`config.mk`:
```
export PLATFORM = sky130hd
export DESIGN_NAME = csk_adder
export DESIGN_NICKNAME = d
export VERILOG_FILES = /design/src/rtl/csk_pkg.sv /design/src/rtl/csk_bit_cell.sv /design/src/rtl/csk_skip_mux.sv /design/src/rtl/csk_segment.sv /design/src/rtl/csk_adder.sv
export SDC_FILE = /design/constraint.sdc
export NUM_CORES = 1
export LEC_CHECK = 0
export ABC_AREA = 0
export BUFFER_PORTS_ARGS = -buffer_cell sky130_fd_sc_hd__buf_2
export CORE_MARGIN = 2
export CORE_UTILIZATION = 48
export DETAILED_ROUTE_END_ITERATION = 16
export GPL_TIMING_DRIVEN = 0
export MAX_ROUTING_LAYER = met4
export PLACE_DENSITY = 0.93
export SETUP_SLACK_MARGIN = 0.05
export SYNTH_ARGS = -nofsm -noshare
export SYNTH_HDL_FRONTEND = slang
export SYNTH_SLANG_ARGS = --single-unit
```
`constraint.sdc`:
```
create_clock -name vclk -period 43.9
set_input_delay 2.195 -clock vclk [all_inputs]
set_output_delay 2.195 -clock vclk [all_outputs]
set_load 0.01 [all_outputs]
```
`src/rtl/csk_pkg.sv`:
```
package csk_pkg;

  // carry leaving one bit position: generate, or propagate an incoming carry
  function automatic logic carry_step(input logic prop, input logic gen, input logic c_in);
    return gen | (prop & c_in);
  endfunction

  // selector at a segment boundary
  function automatic logic skip_pick(input logic grp_prop, input logic bypass, input logic rippled);
    return grp_prop ? bypass : rippled;
  endfunction

endpackage

```
`src/rtl/csk_bit_cell.sv`:
```
module csk_bit_cell
  import csk_pkg::*;
(
  input  logic a_i,
  input  logic b_i,
  input  logic c_i,
  output logic p_o,
  output logic c_o,
  output logic s_o
);

  logic gen;

  // setup stage, independent of the carry
  assign p_o = a_i ^ b_i;
  assign gen = a_i & b_i;

  assign c_o = carry_step(p_o, gen, c_i);
  assign s_o = p_o ^ c_i;

  always_comb begin

    gen_forces_carry_chk: assert (!(a_i && b_i) || c_o)
      else $error("bit cell: both operands set but no carry");

    kill_blocks_carry_chk: assert ((a_i || b_i) || !c_o)
      else $error("bit cell: both operands clear but carry emitted");

    bit_add_chk: assert ({c_o, s_o} == ({1'b0, a_i} + {1'b0, b_i} + {1'b0, c_i}))
      else $error("bit cell: sum/carry pair differs from full add");
  end

endmodule

```
`src/rtl/csk_skip_mux.sv`:
```
module csk_skip_mux
  import csk_pkg::*;
(
  input  logic sel_i,
  input  logic bypass_i,
  input  logic ripple_i,
  output logic out_o
);

  assign out_o = skip_pick(sel_i, bypass_i, ripple_i);

endmodule

```
`src/rtl/csk_segment.sv`:
```
module csk_segment #(
  parameter int SEG_W = 8
) (
  input  logic [SEG_W-1:0] a_i,
  input  logic [SEG_W-1:0] b_i,
  input  logic             cin_i,
  output logic [SEG_W-1:0] sum_o,
  output logic             grp_prop_o,
  output logic             ripple_o,
  output logic             cout_o
);

  logic [SEG_W:0]   chain;
  logic [SEG_W-1:0] prop;

  assign chain[0] = cin_i;

  for (genvar i = 0; i < SEG_W; i++) begin : g_bit
    csk_bit_cell u_cell (
      .a_i (a_i[i]),
      .b_i (b_i[i]),
      .c_i (chain[i]),
      .p_o (prop[i]),
      .c_o (chain[i+1]),
      .s_o (sum_o[i])
    );
  end

  assign ripple_o   = chain[SEG_W];
  assign grp_prop_o = &prop;

  csk_skip_mux u_skip (
    .sel_i    (grp_prop_o),
    .bypass_i (cin_i),
    .ripple_i (ripple_o),
    .out_o    (cout_o)
  );

  always_comb begin

    skip_matches_ripple_chk: assert (!grp_prop_o || (ripple_o == cin_i))
      else $error("segment: full propagate but ripple differs from carry-in");

    no_skip_uses_ripple_chk: assert (grp_prop_o || (cout_o == ripple_o))
      else $error("segment: skip refused but output differs from ripple");

    skip_out_chk: assert (!grp_prop_o || (cout_o == cin_i))
      else $error("segment: skip taken but output differs from carry-in");

    seg_add_chk: assert ({ripple_o, sum_o} == ({1'b0, a_i} + {1'b0, b_i} + {{SEG_W{1'b0}}, cin_i}))
      else $error("segment: local sum differs from segment add");
  end

endmodule

```
`src/rtl/csk_adder.sv`:
```
module csk_adder #(
  parameter int WIDTH = 32,
  parameter int SEG_W = 8
) (
  input  logic [WIDTH-1:0] a_i,
  input  logic [WIDTH-1:0] b_i,
  input  logic             cin_i,
  output logic [WIDTH-1:0] sum_o,
  output logic             cout_o
);

  localparam int NSEG = WIDTH / SEG_W;

  // width must split evenly into segments
  if ((WIDTH % SEG_W) != 0 || SEG_W < 1) begin : g_bad_shape
    $error("csk_adder: WIDTH must be a positive multiple of SEG_W");
  end

  logic [NSEG:0]   seg_c;
  logic [NSEG-1:0] seg_skip;
  logic [NSEG-1:0] seg_ripple;

  assign seg_c[0] = cin_i;

  for (genvar s = 0; s < NSEG; s++) begin : g_seg
    csk_segment #(.SEG_W(SEG_W)) u_seg (
      .a_i        (a_i[s*SEG_W +: SEG_W]),
      .b_i        (b_i[s*SEG_W +: SEG_W]),
      .cin_i      (seg_c[s]),
      .sum_o      (sum_o[s*SEG_W +: SEG_W]),
      .grp_prop_o (seg_skip[s]),
      .ripple_o   (seg_ripple[s]),
      .cout_o     (seg_c[s+1])
    );
  end

  assign cout_o = seg_c[NSEG];

  function automatic logic [WIDTH:0] ref_add(input logic [WIDTH-1:0] x,
                                             input logic [WIDTH-1:0] y,
                                             input logic             c);
    return {1'b0, x} + {1'b0, y} + {{WIDTH{1'b0}}, c};
  endfunction

  always_comb begin

    word_sum_chk: assert (sum_o == ref_add(a_i, b_i, cin_i)[WIDTH-1:0])
      else $error("adder: sum word mismatch");

    carry_out_chk: assert (cout_o == ref_add(a_i, b_i, cin_i)[WIDTH])
      else $error("adder: carry-out mismatch");

    all_prop_chk: assert (!(&seg_skip) || (cout_o == cin_i))
      else $error("adder: all segments propagate but carry-out differs from carry-in");
  end

endmodule

```
==> results.sh <==
export IMPL_synthesized_area_fraction_occupied_by_ao_oa_aoi_and_oai_cells_pct=3.45
export IMPL_gr_usage_all_layers_pct=19.2
export IMPL_critical_path_buf_inv_count=7
export IMPL_sequential_cell_area_um2=0
export IMPL_drt_wl_total_mm=3.08
export IMPL_start_util_pct=51.7
export IMPL_worst_hold_path_type="in -> out"
export IMPL_synth_cells_most_frequent="sky130_fd_sc_hd__buf_4 (32), sky130_fd_sc_hd__fa_1 (32), sky130_fd_sc_hd__ha_1 (32)"
export IMPL_rsz0062_at_grt="false"
export IMPL_synth_cell_types=15
export IMPL_path_delay_family="adder cells"
export IMPL_final_nets=355
export IMPL_slowest_stage="sky130_fd_sc_hd__fa_1"
export IMPL_layout_drive_gt1_share_pct=58.5
export IMPL_die_y_extent_um=59.0
export IMPL_timing_hold_violations_final=0
export IMPL_netlist_area_mm2=0.00145
export IMPL_synth_top_family_by_area="adder cells"
export IMPL_setup_violations_final=0
export IMPL_final_setup_tns_ns=0
export IMPL_die_area_mm2=0.00348
export IMPL_place_ws_ns=25.62
export IMPL_setup_worst_path_end_class="primary output"
export IMPL_fmax_mhz=54.9
export IMPL_fp_row_count=19
export IMPL_cts_hold_buf=0
export IMPL_failing_checks="design-rule violations"
export IMPL_routed_wire_length_per_instance_um=12.1
export IMPL_place_congestion=0.785
export IMPL_synth_top_area_cell="sky130_fd_sc_hd__fa_1"
export IMPL_path_max_fanout=2
export IMPL_syn_instance_count=126
export IMPL_syn2layout_area_growth_pct=36.5
export IMPL_die_x_um=59.0
export IMPL_cp_data_required_time_ns=41.70
export IMPL_initial_antenna_violation_count=0
export IMPL_grt_start_max_net_pins=3
export IMPL_post_cts_buffers=0
export IMPL_synth_area_mux_share_pct=0
export IMPL_globalRouteOverflowTotal=0
export IMPL_final_cells=255
export IMPL_ir_drop_mv=0.00807
export IMPL_final_antenna_net_count=0
export IMPL_ys_warnings_count=0
export IMPL_design_portCount=98
export IMPL_critical_path_max_stage_delay_ns=0.42
export IMPL_maxCapViolCount=0
export IMPL_startpoint_type="primary input"
export IMPL_finalCritPeriodShare_pct=41.5
export IMPL_vias_per_cell=4.60
export IMPL_synth_simple_gate_area_share_pct=5.87
export IMPL_grt_pass1_vias=1320
export IMPL_timing_worst_setup_path_type="in -> out"
export IMPL_run_status="finished with violations"
export IMPL_cts_resized=0
export IMPL_synth_avg_cell_area_um2=11.5
export IMPL_timing_final_crit_period_ns=18.22
export IMPL_final_max_slew_violation_count=0
export IMPL_power_leakage_nw=1.10
export IMPL_num_vias=1173
export IMPL_yosys_area_top_type_share_pct=44.2
export IMPL_post_route_worst_setup_slack_ns=25.68
export IMPL_wire_length_of_the_first_global_routing_pass_mm=5.11
export IMPL_final_design_area_no_fill_mm2=0.00198
export IMPL_synth_xor_area_share_pct=0
export IMPL_crit_arrival_ns=16.03
export IMPL_slew_at_the_pin_with_the_worst_max_slew_slack_ns=0.292
export IMPL_hpwlAfterDp_mm=3.04
export IMPL_total_of_clock_buffers_placed_in_the_layout=0
export IMPL_portBuffers=98
export IMPL_post_route_drc_count=7
export IMPL_fillerInstances=235
export IMPL_postSynthNetCount=255
export IMPL_crit_path_frequent_cell="sky130_fd_sc_hd__fa_1"
export IMPL_power_density_over_the_cells_mw_per_mm2=16.1
export IMPL_layout_sequential_cells=0
export IMPL_multiInputGateArea_mm2=0.00118
export IMPL_drt_first_iter_violations=16
export IMPL_placedInstanceArea_mm2=0.00198
export IMPL_leading_post_synthesis_cells_by_cell_area="sky130_fd_sc_hd__fa_1 (44%), sky130_fd_sc_hd__ha_1 (28%), sky130_fd_sc_hd__buf_4 (17%), sky130_fd_sc_hd__nand4_1 (3.5%), sky130_fd_sc_hd__inv_1 (2.3%)"
export IMPL_placed_cells=255
export IMPL_slew_limit_headroom_pct=80.5
export IMPL_firstDrtPassIters=10
export IMPL_antenna_cells_inserted=0
export IMPL_core_region_area_mm2=0.00281
export IMPL_synthAdderAreaFrac_pct=71.8
export IMPL_hold_worst_slack_ns=4.85
export IMPL_synth_sequential_area_ratio_pct=0
## cell families after synthesis
| group | Yosys count |
|---|---|
| adder cells (fa/ha/maj) | 64 |
| AND/OR/NAND/NOR | 15 |
| AO/OA/AOI/OAI | 6 |
| buffers and inverters | 41 |
## metrics by stage
stage | total power [mW] | utilization [%]
floorplan | 0.0190 | -
global placement | 0.0309 | 70.6
detailed placement | 0.0322 | 70.6
CTS | 0.0324 | 70.6
global route | 0.0356 | 70.6
finish | 0.0318 | 70.6
## cell type report
| class | instances | area share, % |
|---|---|---|
| inverter | 9 | 1.71 |
| multi-input combinational | 85 | 59.4 |
| tap | 31 | 1.96 |
| timing repair buffer | 98 | 24.8 |
| buffer | 32 | 12.1 |
## report_power, final
part           switching [mW]  total (mW)  internal [mW]
sequential                  0           0              0
clock                       0           0              0
combinational          0.0141      0.0318         0.0177
total                  0.0141      0.0318         0.0177
## worst paths after layout
path  startpoint   endpoint  depth (start not counted)
max        cin_i  sum_o[31]                         45
min      b_i[16]  sum_o[16]                          4
## layout by cell type (no fill, tap or decap), types with 2 or more instances in the layout
master                     n
sky130_fd_sc_hd__o21a_1    2
sky130_fd_sc_hd__inv_1     9
sky130_fd_sc_hd__buf_4    32
sky130_fd_sc_hd__ha_1     32
sky130_fd_sc_hd__buf_2    98
sky130_fd_sc_hd__or2_1     2
sky130_fd_sc_hd__nand4_1   8
sky130_fd_sc_hd__nor2_1    2
sky130_fd_sc_hd__fa_1     32
## routing by layer
metal  vias up  part of all wire, %  track usage (%)
met5         -                    0                -
met2        52                   61             40.8
met3         0                  6.8             1.10
met4         0                    0            0.649
met1       556                   32             19.7
li1        565                    -                -
(Power assumes the default switching activity.)
